===== config.mk =====
export PLATFORM = sky130hd
export DESIGN_NAME = tsw_switch
export DESIGN_NICKNAME = d
export VERILOG_FILES = /design/src/rtl/tsw_pkg.sv /design/src/rtl/tsw_inbuf.sv /design/src/rtl/tsw_outport.sv /design/src/rtl/tsw_switch.sv
export SDC_FILE = /design/constraint.sdc
export NUM_CORES = 1
export LEC_CHECK = 0
export BUFFER_PORTS_ARGS = -buffer_cell sky130_fd_sc_hd__buf_4
export CORE_ASPECT_RATIO = 0.75
export CORE_MARGIN = 2
export CORE_UTILIZATION = 44
export CTS_CLUSTER_SIZE = 20
export DETAILED_ROUTE_END_ITERATION = 10
export PLACE_DENSITY = 0.76
export SYNTH_ARGS = -nofsm -noshare
export SYNTH_HDL_FRONTEND = slang
export SYNTH_SLANG_ARGS = --single-unit

===== constraint.sdc =====
create_clock -name clk -period 2.83 [get_ports clk]
set_input_delay 0.283 -clock clk [delete_from_list [all_inputs] [get_ports clk]]
set_output_delay 0.283 -clock clk [all_outputs]
set_load 0.05 [all_outputs]

===== src/rtl/tsw_pkg.sv =====
package tsw_pkg;

  // Port numbering used by every instance of the switch.
  typedef enum logic [1:0] {
    PORT_P = 2'd0,
    PORT_L = 2'd1,
    PORT_R = 2'd2
  } port_e;

  localparam int NPORT = 3;

  // One-hot request vector for a target port.
  function automatic logic [NPORT-1:0] port_bit(port_e p);
    return 3'b001 << p;
  endfunction

  // The two inputs allowed to feed an output (never the output's own port).
  function automatic int cand_a(int o);
    return (o == 0) ? 1 : 0;
  endfunction

  function automatic int cand_b(int o);
    return (o == 2) ? 1 : 2;
  endfunction

endpackage


===== src/rtl/tsw_inbuf.sv =====
module tsw_inbuf import tsw_pkg::*; #(
  parameter int               FLIT_W   = 32,
  parameter int               ADDR_W   = 8,
  parameter int               LEN_W    = 7,
  parameter int               HDR_BIT  = 31,
  parameter int               DST_LSB  = 23,
  parameter int               LEN_LSB  = 8,
  parameter port_e            MY_PORT  = PORT_P,
  parameter logic [ADDR_W-1:0] LEFT_LO  = 8'h10,
  parameter logic [ADDR_W-1:0] LEFT_HI  = 8'h1F,
  parameter logic [ADDR_W-1:0] RIGHT_LO = 8'h20,
  parameter logic [ADDR_W-1:0] RIGHT_HI = 8'h2F
) (
  input  logic              clk,
  input  logic              rst_n,
  input  logic              in_vld,
  input  logic [FLIT_W-1:0] in_flit,
  output logic              in_ack,
  input  logic              grant,
  input  logic              pop,
  output logic              buf_full,
  output logic [FLIT_W-1:0] buf_flit,
  output logic [NPORT-1:0]  req_vec,
  output logic              last
);

  logic              full_q, full_d;
  logic              active_q, active_d;
  logic [LEN_W-1:0]  rem_q, rem_d;
  logic [FLIT_W-1:0] flit_q;

  logic              push, drop, is_hdr, hit_l, hit_r;
  logic [ADDR_W-1:0] dst;
  logic [LEN_W-1:0]  len_f, len_eff;
  port_e             tgt;

  // Accept only into an empty slot; the flit leaves on pop or drop.
  assign push   = in_vld & ~full_q;
  assign in_ack = push;

  assign is_hdr  = flit_q[HDR_BIT];
  assign dst     = flit_q[DST_LSB +: ADDR_W];
  assign len_f   = flit_q[LEN_LSB +: LEN_W];
  assign len_eff = (len_f == '0) ? LEN_W'(1) : len_f;

  assign hit_l = (dst >= LEFT_LO)  && (dst <= LEFT_HI);
  assign hit_r = (dst >= RIGHT_LO) && (dst <= RIGHT_HI);

  // Tree routing: never send a flit back out of its arrival port.
  always_comb begin
    case (MY_PORT)
      PORT_P:  tgt = hit_l ? PORT_L : PORT_R;
      PORT_L:  tgt = hit_r ? PORT_R : PORT_P;
      default: tgt = hit_l ? PORT_L : PORT_P;
    endcase
  end

  // A body flit without an open packet has nowhere to go.
  assign drop    = full_q & ~active_q & ~is_hdr;
  assign req_vec = (full_q & ~active_q & is_hdr) ? port_bit(tgt) : '0;
  assign last    = (rem_q == LEN_W'(1));

  assign buf_full = full_q;
  assign buf_flit = flit_q;

  always_comb begin
    full_d   = full_q;
    active_d = active_q;
    rem_d    = rem_q;
    if (push)
      full_d = 1'b1;
    else if (pop || drop)
      full_d = 1'b0;
    if (grant) begin
      active_d = 1'b1;
      rem_d    = len_eff;
    end else if (pop) begin
      rem_d = rem_q - LEN_W'(1);
      if (last)
        active_d = 1'b0;
    end
  end

  always_ff @(posedge clk or negedge rst_n) begin
    if (!rst_n) begin
      full_q   <= 1'b0;
      active_q <= 1'b0;
      rem_q    <= '0;
    end else begin
      full_q   <= full_d;
      active_q <= active_d;
      rem_q    <= rem_d;
    end
  end

  // Data storage: clock enable only, no reset.
  always_ff @(posedge clk) begin
    if (push)
      flit_q <= in_flit;
  end

endmodule


===== src/rtl/tsw_outport.sv =====
module tsw_outport #(
  parameter int FLIT_W  = 32,
  parameter bit PICK_HI = 1'b0
) (
  input  logic              clk,
  input  logic              rst_n,
  input  logic              req_a,
  input  logic              req_b,
  input  logic              full_a,
  input  logic              full_b,
  input  logic              last_a,
  input  logic              last_b,
  input  logic [FLIT_W-1:0] flit_a,
  input  logic [FLIT_W-1:0] flit_b,
  input  logic              out_ack,
  output logic              out_vld,
  output logic [FLIT_W-1:0] out_flit,
  output logic              gnt_a,
  output logic              gnt_b,
  output logic              pop_a,
  output logic              pop_b
);

  logic busy_q, busy_d;
  logic own_b_q, own_b_d;
  logic xfer, own_last;

  // Reservation is only handed out while the output is free.
  always_comb begin
    gnt_a = 1'b0;
    gnt_b = 1'b0;
    if (!busy_q) begin
      if (req_a && req_b) begin
        gnt_a = ~PICK_HI;
        gnt_b = PICK_HI;
      end else begin
        gnt_a = req_a;
        gnt_b = req_b;
      end
    end
  end

  assign out_vld  = busy_q & (own_b_q ? full_b : full_a);
  assign out_flit = own_b_q ? flit_b : flit_a;
  assign xfer     = out_vld & out_ack;
  assign pop_a    = xfer & ~own_b_q;
  assign pop_b    = xfer & own_b_q;
  assign own_last = own_b_q ? last_b : last_a;

  always_comb begin
    busy_d  = busy_q;
    own_b_d = own_b_q;
    if (gnt_a || gnt_b) begin
      busy_d  = 1'b1;
      own_b_d = gnt_b;
    end else if (xfer && own_last) begin
      busy_d = 1'b0;
    end
  end

  always_ff @(posedge clk or negedge rst_n) begin
    if (!rst_n) begin
      busy_q  <= 1'b0;
      own_b_q <= 1'b0;
    end else begin
      busy_q  <= busy_d;
      own_b_q <= own_b_d;
    end
  end

endmodule


===== src/rtl/tsw_switch.sv =====
module tsw_switch import tsw_pkg::*; #(
  parameter int                FLIT_W   = 32,
  parameter int                ADDR_W   = 8,
  parameter int                LEN_W    = 7,
  parameter logic [ADDR_W-1:0] LEFT_LO  = 8'h10,
  parameter logic [ADDR_W-1:0] LEFT_HI  = 8'h1F,
  parameter logic [ADDR_W-1:0] RIGHT_LO = 8'h20,
  parameter logic [ADDR_W-1:0] RIGHT_HI = 8'h2F,
  parameter logic [2:0]        PICK_HI  = 3'b000
) (
  input  logic                clk,
  input  logic                rst_n,
  input  logic [2:0]          in_vld,
  input  logic [3*FLIT_W-1:0] in_flit,
  output logic [2:0]          in_ack,
  output logic [2:0]          out_vld,
  output logic [3*FLIT_W-1:0] out_flit,
  input  logic [2:0]          out_ack
);

  // Header field positions, packed from the top bit downward.
  localparam int HDR_BIT = FLIT_W - 1;
  localparam int DST_LSB = HDR_BIT - ADDR_W;
  localparam int SRC_LSB = DST_LSB - ADDR_W;
  localparam int LEN_LSB = SRC_LSB - LEN_W;

  logic [NPORT-1:0]  req_v    [NPORT];
  logic [FLIT_W-1:0] buf_flit [NPORT];
  logic              full_v   [NPORT];
  logic              last_v   [NPORT];
  logic              grant_in [NPORT];
  logic              pop_in   [NPORT];
  logic              gnt_a    [NPORT];
  logic              gnt_b    [NPORT];
  logic              pop_a    [NPORT];
  logic              pop_b    [NPORT];

  for (genvar i = 0; i < NPORT; i++) begin : g_in
    tsw_inbuf #(
      .FLIT_W  (FLIT_W),
      .ADDR_W  (ADDR_W),
      .LEN_W   (LEN_W),
      .HDR_BIT (HDR_BIT),
      .DST_LSB (DST_LSB),
      .LEN_LSB (LEN_LSB),
      .MY_PORT (port_e'(i)),
      .LEFT_LO (LEFT_LO),
      .LEFT_HI (LEFT_HI),
      .RIGHT_LO(RIGHT_LO),
      .RIGHT_HI(RIGHT_HI)
    ) u_inbuf (
      .clk     (clk),
      .rst_n   (rst_n),
      .in_vld  (in_vld[i]),
      .in_flit (in_flit[i*FLIT_W +: FLIT_W]),
      .in_ack  (in_ack[i]),
      .grant   (grant_in[i]),
      .pop     (pop_in[i]),
      .buf_full(full_v[i]),
      .buf_flit(buf_flit[i]),
      .req_vec (req_v[i]),
      .last    (last_v[i])
    );
  end

  for (genvar o = 0; o < NPORT; o++) begin : g_out
    localparam int CA = cand_a(o);
    localparam int CB = cand_b(o);
    tsw_outport #(
      .FLIT_W (FLIT_W),
      .PICK_HI(PICK_HI[o])
    ) u_outport (
      .clk     (clk),
      .rst_n   (rst_n),
      .req_a   (req_v[CA][o]),
      .req_b   (req_v[CB][o]),
      .full_a  (full_v[CA]),
      .full_b  (full_v[CB]),
      .last_a  (last_v[CA]),
      .last_b  (last_v[CB]),
      .flit_a  (buf_flit[CA]),
      .flit_b  (buf_flit[CB]),
      .out_ack (out_ack[o]),
      .out_vld (out_vld[o]),
      .out_flit(out_flit[o*FLIT_W +: FLIT_W]),
      .gnt_a   (gnt_a[o]),
      .gnt_b   (gnt_b[o]),
      .pop_a   (pop_a[o]),
      .pop_b   (pop_b[o])
    );
  end

  // Fold per-output grants and pops back onto the inputs they serve.
  always_comb begin
    for (int i = 0; i < NPORT; i++) begin
      grant_in[i] = 1'b0;
      pop_in[i]   = 1'b0;
      for (int o = 0; o < NPORT; o++) begin
        if (cand_a(o) == i) begin
          grant_in[i] = grant_in[i] | gnt_a[o];
          pop_in[i]   = pop_in[i]   | pop_a[o];
        end
        if (cand_b(o) == i) begin
          grant_in[i] = grant_in[i] | gnt_b[o];
          pop_in[i]   = pop_in[i]   | pop_b[o];
        end
      end
    end
  end

endmodule


==> results of run 1 <==
[state kept, by name, indices dropped and copies added, names as in the netlist]
name and cells:
g_in.u_inbuf.active_q 3, g_in.u_inbuf.buf_flit 96, g_in.u_inbuf.buf_full 3, g_in.u_inbuf.rem_q 21, g_out.u_outport.busy_q 3, g_out.u_outport.own_b_q 3
[cell families (layout without fill, tap and decap cells)]
| kind of cell | after synthesis | count (layout) |
|---|---|---|
| adders and majority gates | 6 | 6 |
| DFF | 129 | 129 |
| AOI/OAI and AO/OA | 50 | 50 |
| buffers and inverters | 37 | 260 |
| xor gates and xnor gates | 18 | 18 |
| and+or+nand+nor | 54 | 54 |
| muxes | 121 | 121 |
[cell type report]
| type | instances | area [sq um] | area share |
|---|---|---|---|
| flip-flops and latches | 129 | 3712 | 0.4332 |
| multi-input cells | 249 | 2341 | 0.2732 |
| repair buffers | 216 | 1624 | 0.1895 |
| clock buffers | 21 | 450.4 | 0.05256 |
| well taps | 175 | 219.0 | 0.02555 |
| clock inverters | 11 | 177.7 | 0.02073 |
| inverters | 12 | 45.04 | 0.005256 |
[path summary, 6_finish.rpt]
check                      cells past startpoint                           end                          from
hold reg to reg                                2      g_in[0].u_inbuf.active_q      g_in[0].u_inbuf.active_q
setup / recovery                               4                    out_vld[1]    g_out[1].u_outport.own_b_q
max in group asynchronous                      2    g_out[2].u_outport.own_b_q                         rst_n
min in group asynchronous                      2      g_in[1].u_inbuf.rem_q[5]                         rst_n
setup reg to reg                               5      g_in[2].u_inbuf.rem_q[1]  g_in[0].u_inbuf.buf_flit[30]
hold / removal                                 1  g_in[1].u_inbuf.buf_flit[12]                   in_flit[44]
[what timing repair did]
item,CTS,global route
resized for setup,0,0
hold buffers,1,0
setup endpoints to repair,0,0
hold endpoints to repair,33,0
[power by group through the flow]
stage	Combinational [W]	Sequential, W	Clock (W)
floorplan	0.000946	0.00235	0
global placement	0.00134	0.00240	0
detailed placement	0.00136	0.00241	0
CTS	0.00137	0.00237	0.00235
global route	0.00143	0.00240	0.00244
finish	0.00136	0.00237	0.00233
[stage by stage]
| stage | cell area (sq um) | total power [W] | hold slack [ns] | util |
|---|---|---|---|---|
| finish | 8569 | 0.006060 | 0.02950 | 0.6233 |
| global route | 8569 | 0.006264 | 0.01331 | 0.6233 |
| CTS | 8569 | 0.006085 | 0.01803 | 0.6233 |
| detailed placement | 7931 | 0.003768 | 0.2554 | 0.5769 |
| global placement | 7931 | 0.003735 | 0.2499 | 0.5769 |
| floorplan | 6201 | 0.003297 | -0.01259 | - |
[Yosys cell counts, drive strengths merged, types with 4 or more instances]
| cell | number | area [sq um] |
|---|---|---|
| nand2 | 11 | 41.29 |
| mux2i | 7 | 70.07 |
| mux2 | 114 | 1306 |
| nor2 | 8 | 30.03 |
| xnor2 | 8 | 70.07 |
| nor4 | 4 | 25.02 |
| a21oi | 9 | 45.04 |
| dfrtp | 33 | 825.8 |
| o21ai | 10 | 53.80 |
| a31oi | 4 | 25.02 |
| a2111oi | 6 | 71.32 |
| a211oi | 4 | 30.03 |
| and3b | 4 | 35.03 |
| inv | 12 | 45.04 |
| nor2b | 4 | 27.53 |
| ha | 6 | 75.07 |
| clkbuf | 5 | 18.77 |
| buf | 20 | 110.1 |
| edfxtp | 96 | 2883 |
| xor2 | 10 | 87.58 |
[metal layers]
metal | share of wire | GRT usage | vias to the layer above
li1 | - | - | 2020
met1 | 0.41 | 0.2869 | 2132
met2 | 0.49 | 0.3648 | 160
met3 | 0.075 | 0.08173 | 29
met4 | 0.020 | 0.08929 | 0
met5 | 0 | 0 | -
[worst register-to-register path, stage by stage (launching register included)]
cell and delay [ns]:
sky130_fd_sc_hd__edfxtp_1 0.43, sky130_fd_sc_hd__nor4b_1 0.37, sky130_fd_sc_hd__buf_4 0.20, sky130_fd_sc_hd__a2111o_1 0.17, sky130_fd_sc_hd__nor2b_2 0.51, sky130_fd_sc_hd__mux2_4 0.35
==> flow_summary.yaml, run 1 <==
finish:
  diodes: 0
  mostFrequentLayoutCell: "sky130_fd_sc_hd__buf_4"
  filler_cells: 1008
  most_frequent_cells_in_the_layout: "215 x sky130_fd_sc_hd__buf_4, 108 x sky130_fd_sc_hd__mux2_2, 96 x sky130_fd_sc_hd__edfxtp_1"
  final_cell_count_no_fill: 813
  area_growth_pct: 38.20
  design.final.nets: 735
  layout_cell_share_with_drive_strength_beyond_1: 0.5862
routing:
  first_iter_violations: 250
  drt-pass1-iter-count: 5
  route.detailed.drc: 0
  route.detailed.wl_per_inst_um: 20.64
  routed-via-count: 4341
  drt-vias-per-instance: 5.339
  postRouteAntennaNets: 0
  detail_route.wirelength_um: 16780
critical_path:
  timing.critical_path.slowest_cell_delay_ns: 0.64
  worst_ep_required_time_ns: 2.55
  worst_path_most_repeated_cell: "sky130_fd_sc_hd__buf_4"
  crit_family: "buffers and inverters"
  worst_setup_path_end_kind: "output port"
  worst-endpoint-arrival_ns: 2.07
  crit_slowest_cell: "sky130_fd_sc_hd__dfrtp_2"
  critPathMaxFanout: 20
  criticalPathCategory: "reg2out"
  critical_path.cell_chain: "buf_4, nand2_1, a21boi_0, buf_4"
  reg2reg_setup_slack_ns: 0.68
  startpoint_type: "register"
  path_buf_inv: 2
synth:
  synth_area_sq_mm: 0.006201
  synthesized_area_fraction_occupied_by_adder_cells: 0.01211
  syn-instance-count: 415
  synth_compound_area_frac: 0.06013
  ys.flop_type: "sky130_fd_sc_hd__edfxtp_1"
  avgSynthCellArea_sq_um: 14.94
  synth.ff_latch_count: 129
  mux_cell_area_share_after_synthesis: 0.2220
  post_synthesis_net_count: 525
  synth_sequential_area_ratio: 0.5981
  yosys.cell_types.count: 51
  largest_family_of_logic_cells_by_synthesized_area: "multiplexers"
  ys.warnings.count: 0
  synth_xor_xnor_area_share: 0.02542
  synth_simple_gate_area_frac: 0.05428
  synth-edff-count: 96
  fraction_of_registers_with_async_set_or_reset_after_synthesis: 0.2558
sta:
  tns_ns: 0
  min_period_ns: 2.355
  slew_headroom: 0.5745
  final.period_utilization: 0.8322
  clock.fmax_mhz: 424.6
  final.setup_skew_ns: 0.01626
  fin_ws_ns: 0.4748
  timing_max_transition_violations_final: 0
  tightestPinTransition_ns: 0.6294
  setup_viol: 0
  hold_viol_final: 0
  unrepaired_setup_endpoints_after_global_routing: "false"
cts:
  clock_sink_count: 129
  ctsLongestPathBuffers: 2
  cts_buffers: 17
  post_cts.repair.setup_buffers: 0
  cts_tree: "done"
  ctsHtreeMaxLevel: 4
  clkLatencyLatePin_ns: 0.42
  cts.root.buffer_cell: "sky130_fd_sc_hd__clkbuf_16"
  clk_transition_reported_paths_ns: 0.06
global_routing:
  pin_count_of_the_biggest_net_entering_global_routing: 34
  grt_first_pass_wirelength_um: 25610
  gr-usage-all-layers: 0.2288
  grt_antenna_before_repair: 0
  grt_pass1_vias: 4571
  grt_overflow: 0
power:
  power.density_mw_per_mm2: 707.2
  clock_power_share: 0.384
  cellInternalPower_w: 0.004237
  comb_power_frac: 0.224
  sequentialPowerShare: 0.392
  leakage_nw: 3.567
  power_switching_share: 0.3008
  power.net_switching_w: 0.001823
  vdd_drop_max_uv: 634.0
floorplanning:
  row_count: 37
  count_of_pins_on_the_block_boundary: 206
  initial_core_utilization: 0.4510
  design.core.area_sq_mm: 0.01375
  chipWidth_um: 141.1
  die_area_sq_mm: 0.01507
  die_height_um: 106.8
min_path:
  worstHoldPathType: "in2reg"
job:
  maxCapViolations: 0
placed_design:
  dpl.cell_count: 780
  portBuffers: 205
  post-place-ws_ns: 0.6905
  dp_hpwl_um: 12310
  gp_routability_congestion: 0.8857
outcome:
  outcome: "finished clean"
No activity file was read; power rests on OpenSTA's default activity.
==> inputs of run 2 (changes only) <==
--- a/config.mk
+++ b/config.mk
@@ -11,7 +11,7 @@
 export CORE_UTILIZATION = 44
 export CTS_CLUSTER_SIZE = 20
 export DETAILED_ROUTE_END_ITERATION = 10
-export PLACE_DENSITY = 0.76
+export PLACE_DENSITY = 0.79
 export SYNTH_ARGS = -nofsm -noshare
 export SYNTH_HDL_FRONTEND = slang
 export SYNTH_SLANG_ARGS = --single-unit
==> constraint.sdc (replaced) <==
create_clock -name clk -period 1.9 [get_ports clk]
set_input_delay 0.19 -clock clk [delete_from_list [all_inputs] [get_ports clk]]
set_output_delay 0.19 -clock clk [all_outputs]
set_load 0.05 [all_outputs]
==> flow_summary.yaml, run 2 (synthesis results as in run 1) <==
cts:
  clk_transition_reported_paths_ns: 0.06
  ctsLongestPathBuffers: 2
  ctsHtreeMaxLevel: 4
  clock_sink_count: 129
  clkLatencyLatePin_ns: 0.42
  cts_buffers: 17
  cts_tree: "done"
  cts.root.buffer_cell: "sky130_fd_sc_hd__clkbuf_16"
sta:
  final.period_utilization: 1.061
  min_period_ns: 2.016
  hold_viol_final: 0
  final.setup_skew_ns: 0.01003
  slew_headroom: 0.6015
  setup_viol: 15
  unrepaired_setup_endpoints_after_global_routing: "true"
  clock.fmax_mhz: 496.1
  tightestPinTransition_ns: 0.5826
  fin_ws_ns: -0.1159
  timing_max_transition_violations_final: 0
power:
  power.density_mw_per_mm2: 900.2
  power.net_switching_w: 0.002927
  cellInternalPower_w: 0.005936
  comb_power_frac: 0.264
  clock_power_share: 0.337
  power_switching_share: 0.3303
  post-layout-total-power_w: 0.008863
  vdd_drop_max_uv: 779.2
  sequentialPowerShare: 0.399
  leakage_nw: 4.129
floorplanning:
  die_height_um: 106.8
  count_of_pins_on_the_block_boundary: 206
  row_count: 37
  die_area_sq_mm: 0.01507
  chipWidth_um: 141.1
  initial_core_utilization: 0.4510
  design.core.area_sq_mm: 0.01375
routing:
  postRouteAntennaNets: 0
  drt-pass1-iter-count: 6
  drt-vias-per-instance: 5.490
  first_iter_violations: 348
  route.detailed.wl_per_inst_um: 21.60
  routed-via-count: 5183
  detail_route.wirelength_um: 20390
  route.detailed.drc: 0
critical_path:
  reg2reg_setup_slack_ns: -0.12
  critPathMaxFanout: 7
  worst-endpoint-arrival_ns: 2.32
  startpoint_type: "register"
  worst_setup_path_end_kind: "register"
  criticalPathCategory: "reg2reg"
  worst_ep_required_time_ns: 2.20
global_routing:
  grt_first_pass_wirelength_um: 30240
  grt_antenna_before_repair: 1
  grt_overflow: 0
  grt_pass1_vias: 5607
  pin_count_of_the_biggest_net_entering_global_routing: 36
  gr-usage-all-layers: 0.2668
finish:
  mostFrequentLayoutCell: "sky130_fd_sc_hd__buf_4"
  multi_input_comb_area_sq_mm: 0.002411
  filler_cells: 801
  flip_flop_count_of_the_largest_register_after_layout: 96
  final_util: 0.7161
  combined_flip_flop_and_latch_cell_area_sq_mm: 0.003712
  final_cell_count_no_fill: 944
  area_growth_pct: 58.78
  layout_cell_share_with_drive_strength_beyond_1: 0.5417
  most_frequent_cells_in_the_layout: "241 x sky130_fd_sc_hd__buf_4, 107 x sky130_fd_sc_hd__mux2_2, 97 x sky130_fd_sc_hd__dlygate4sd3_1"
  final_cell_area_sq_mm: 0.009846
  design.final.nets: 865
placed_design:
  gp_routability_congestion: 0.8616
  placed_instance_area_sq_mm: 0.008185
  dpl.cell_count: 808
  dp_hpwl_um: 12250
  portBuffers: 205
outcome:
  outcome: "finished with violations"
  violations: "setup timing"
min_path:
  worstHoldPathType: "in2reg"
job:
  maxCapViolations: 0
-- run 2: critical path, cell delays in order (launching register included) --
cell                        delay [ns]
sky130_fd_sc_hd__edfxtp_1         0.43
sky130_fd_sc_hd__or4b_4           0.58
sky130_fd_sc_hd__a2111oi_4        0.43
sky130_fd_sc_hd__nor2b_4          0.14
sky130_fd_sc_hd__mux2_4           0.32
-- run 2: power by group through the flow --
stage / sequential, W / clock, W / combinational (W)
after global routing: 0.00356 / 0.00313 / 0.00244
after global placement: 0.00354 / 0 / 0.00207
final: 0.00354 / 0.00298 / 0.00234
after CTS: 0.00351 / 0.00299 / 0.00229
after floorplan: 0.00350 / 0 / 0.00141
after detailed placement: 0.00356 / 0 / 0.00211
-- run 2: area by class of cell --
| class | count | share of cell area |
|---|---|---|
| flip-flops and latches | 129 | 0.3770 |
| inverters | 12 | 0.004575 |
| diodes | 1 | 0.0002542 |
| well taps | 175 | 0.02224 |
| multi-input cells | 249 | 0.2449 |
| clock inverters | 14 | 0.01093 |
| repair buffers | 346 | 0.2965 |
| clock buffers | 18 | 0.04359 |
-- run 2: worst paths after layout --
check / startpoint / end / depth (start not counted)
max reg2reg: g_in[1].u_inbuf.buf_flit[29] / g_in[2].u_inbuf.rem_q[3] / 4
max in group asynchronous: rst_n / g_out[2].u_outport.own_b_q / 2
min reg2reg: g_in[2].u_inbuf.active_q / g_in[2].u_inbuf.active_q / 2
min in group asynchronous: rst_n / g_in[2].u_inbuf.active_q / 2
max: g_in[1].u_inbuf.buf_flit[29] / g_in[2].u_inbuf.rem_q[3] / 4
min: out_ack[2] / g_out[2].u_outport.busy_q / 2
-- run 2: through the flow --
step | TNS [ns] | hold slack [ns] | setup WS [ns]
floorplan | -0.3609 | -0.1056 | -0.1086
global placement | -0.5264 | 0.1540 | -0.06075
detailed placement | -0.8245 | 0.1632 | -0.1144
CTS | -0.7217 | 0.004027 | -0.08035
global route | -2.201 | 0.02379 | -0.1897
finish | -1.200 | 0.03375 | -0.1159
-- run 2: layer usage --
layer	GRT usage	share of wire	vias to the layer above
met5	0	0	-
met4	0.1121	0.041	0
met3	0.08709	0.085	80
met2	0.4636	0.50	305
met1	0.3046	0.37	2519
li1	-	-	2279
-- run 2: timing repair --
item | in CTS | in global routing
hold endpoints to repair | 129 | 0
setup endpoints to repair | 57 | 26
buffers inserted | 1 | 4
gates cloned | 0 | 1
pin swaps | 0 | 2
gates resized for setup | 5 | 14
hold buffers | 97 | 0
==> inputs of run 3 (changes only) <==
--- a/config.mk
+++ b/config.mk
@@ -11,7 +11,7 @@
 export CORE_UTILIZATION = 44
 export CTS_CLUSTER_SIZE = 20
 export DETAILED_ROUTE_END_ITERATION = 10
-export PLACE_DENSITY = 0.79
+export PLACE_DENSITY = 0.76
 export SYNTH_ARGS = -nofsm -noshare
 export SYNTH_HDL_FRONTEND = slang
 export SYNTH_SLANG_ARGS = --single-unit
==> constraint.sdc (replaced) <==
create_clock -name clk -period 2 [get_ports clk]
set_input_delay 0.2 -clock clk [delete_from_list [all_inputs] [get_ports clk]]
set_output_delay 0.2 -clock clk [all_outputs]
set_load 0.05 [all_outputs]
==> flow_summary.yaml, run 3 (synthesis results as in run 1) <==
sta:
  final.period_utilization: 0.9900
  tns_ns: 0
  final.setup_skew_ns: 0.009292
  unrepaired_setup_endpoints_after_global_routing: "true"
  holdWs_ns: 0.07064
  slew_headroom: 0.6331
  tightestPinTransition_ns: 0.5487
  min_period_ns: 1.980
  hold_viol_final: 0
  setup_viol: 0
  timing_max_transition_violations_final: 0
  clock.fmax_mhz: 505.1
critical_path:
  beginning_of_the_worst_register_to_register_path: "g_in[1].u_inbuf.buf_flit[30]"
  critPathMaxFanout: 8
  worst-r2r-cell-count: 4
  critical_path.cell_chain: "or4b_4, a2111oi_4, nor2b_4, mux2_4"
  timing.critical_path.slowest_cell_delay_ns: 0.60
  worst-endpoint-arrival_ns: 2.29
  crit_slowest_cell: "sky130_fd_sc_hd__or4b_4"
  startpoint_type: "register"
  worst_setup_path_end_kind: "register"
  worst_ep_required_time_ns: 2.31
  crit-reg2reg-capture: "g_in[2].u_inbuf.rem_q[1]"
  criticalPathCategory: "reg2reg"
  reg2reg_setup_slack_ns: 0.02
placed_design:
  dpl.cell_count: 800
  gp_routability_congestion: 0.8770
  dp_hpwl_um: 12610
  portBuffers: 205
cts:
  ctsLongestPathBuffers: 2
  post_cts.repair.setup_buffers: 0
  ctsHtreeMaxLevel: 4
  clkLatencyLatePin_ns: 0.43
  cts.root.buffer_cell: "sky130_fd_sc_hd__clkbuf_16"
  clk_transition_reported_paths_ns: 0.06
  cts_tree: "done"
  cts_buffers: 17
  clock_sink_count: 129
floorplanning:
  initial_core_utilization: 0.4510
  die_area_sq_mm: 0.01507
  die_height_um: 106.8
  chipWidth_um: 141.1
  design.core.area_sq_mm: 0.01375
  row_count: 37
  count_of_pins_on_the_block_boundary: 206
finish:
  area_growth_pct: 56.03
  most_frequent_cells_in_the_layout: "231 x sky130_fd_sc_hd__buf_4, 108 x sky130_fd_sc_hd__mux2_2, 97 x sky130_fd_sc_hd__dlygate4sd3_1"
  design.final.nets: 851
  layout_cell_share_with_drive_strength_beyond_1: 0.5265
  mostFrequentLayoutCell: "sky130_fd_sc_hd__buf_4"
  final_util: 0.7037
  flip_flop_count_of_the_largest_register_after_layout: 96
  final_cell_count_no_fill: 930
power:
  leakage_nw: 4.062
  post-layout-total-power_w: 0.008519
  vdd_drop_max_uv: 952.2
  power.density_mw_per_mm2: 880.4
min_path:
  worstHoldPathType: "in2reg"
  worst_hold_path.endpoint: "g_out[2].u_outport.busy_q"
  startpoint_of_the_tightest_hold_check_path: "out_ack[2]"
  worst_hold_path.num_cells: 2
job:
  maxCapViolations: 0
global_routing:
  met3_usage: 0.07771
  grt_most_used_layer: "met2"
  grt_first_pass_wirelength_um: 30280
  grt_util_met2: 0.4487
  grt_pass1_vias: 5504
  pin_count_of_the_biggest_net_entering_global_routing: 35
  globalRouteMet1Util: 0.3358
  grt_overflow: 0
  grt_antenna_before_repair: 0
  gr-usage-all-layers: 0.2699
outcome:
  outcome: "finished clean"
routing:
  detail_route.wirelength_um: 20080
  postRouteAntennaNets: 0
  drt-vias-per-instance: 5.446
  route.detailed.wl_per_inst_um: 21.59
  first_iter_violations: 396
  drt-pass1-iter-count: 4
  route.detailed.drc: 0
  routed-via-count: 5065
run 3: changes by cell type in the layout (fill, tap and decap cells not counted), moves of 3 or more:
| cell | previous run | this run |
|---|---|---|
| sky130_fd_sc_hd__clkinvlp_4 | 5 | 2 |
| sky130_fd_sc_hd__a2111oi_0 | 5 | 2 |
| sky130_fd_sc_hd__buf_4 | 241 | 231 |
| sky130_fd_sc_hd__buf_12 | 4 | 1 |
run 3: worst max-delay path, delay by kind of cell (launching register included):
| family | cells | cell delay [ns] |
|---|---|---|
| compound gates | 1 | 0.42 |
| flops | 1 | 0.38 |
| mux | 1 | 0.32 |
| simple gates | 2 | 0.75 |
run 3: what timing repair did:
action | CTS | global route
pin swaps | 1 | 1
hold buffers | 97 | 0
setup endpoints to repair | 37 | 29
gates cloned | 0 | 0
endpoints found under the hold margin | 129 | 0
gates resized for setup | 4 | 9
run 3: how the worst max path moves through the flow:
stage                                            start  slack (ns)  cells past startpoint                  endpoint
after floorplan               g_in[0].u_inbuf.buf_full       -0.02                      3                 in_ack[0]
after global placement    g_in[0].u_inbuf.buf_flit[30]       -0.06                      4  g_in[2].u_inbuf.rem_q[4]
after detailed placement  g_in[0].u_inbuf.buf_flit[29]       -0.08                      4  g_in[2].u_inbuf.rem_q[1]
after CTS                 g_in[1].u_inbuf.buf_flit[30]        0.02                      4  g_in[2].u_inbuf.rem_q[1]
after global routing      g_in[1].u_inbuf.buf_flit[30]       -0.07                      4  g_in[2].u_inbuf.rem_q[2]
final                     g_in[1].u_inbuf.buf_flit[30]        0.02                      4  g_in[2].u_inbuf.rem_q[1]
run 3: cell type report:
class | instances | area (sq um)
well taps | 175 | 219.0
multi-input cells | 249 | 2379
repair buffers | 332 | 2763
clock buffers | 17 | 425.4
flip-flops and latches | 129 | 3710
clock inverters | 15 | 132.6
fillers | 870 | 4074
diodes | 1 | 2.502
inverters | 12 | 45.04
run 3: metal layers:
| metal | vias up | part of all wire |
|---|---|---|
| met5 | - | 0 |
| met4 | 0 | 0.026 |
| met3 | 39 | 0.075 |
| met2 | 265 | 0.49 |
| met1 | 2506 | 0.41 |
| li1 | 2255 | - |
run 3: power breakdown:
| group | leakage [nW] | switching [W] | total [W] | internal (W) |
|---|---|---|---|---|
| logic | 2.51 | 0.00134 | 0.00222 | 0.000888 |
| clock network | 0.270 | 0.00124 | 0.00296 | 0.00172 |
| registers | 1.28 | 0.000194 | 0.00333 | 0.00314 |
| total | 4.06 | 0.00277 | 0.00852 | 0.00574 |
run 3: metrics by stage:
step | worst slack (ns) | area, sq um
3_3_place_gp | -0.06414 | 8092
6_report | 0.02003 | 9676
2_1_floorplan | -0.01856 | 6208
5_1_grt | -0.06685 | 9673
3_5_place_dp | -0.08355 | 8092
4_1_cts | 0.02158 | 9638
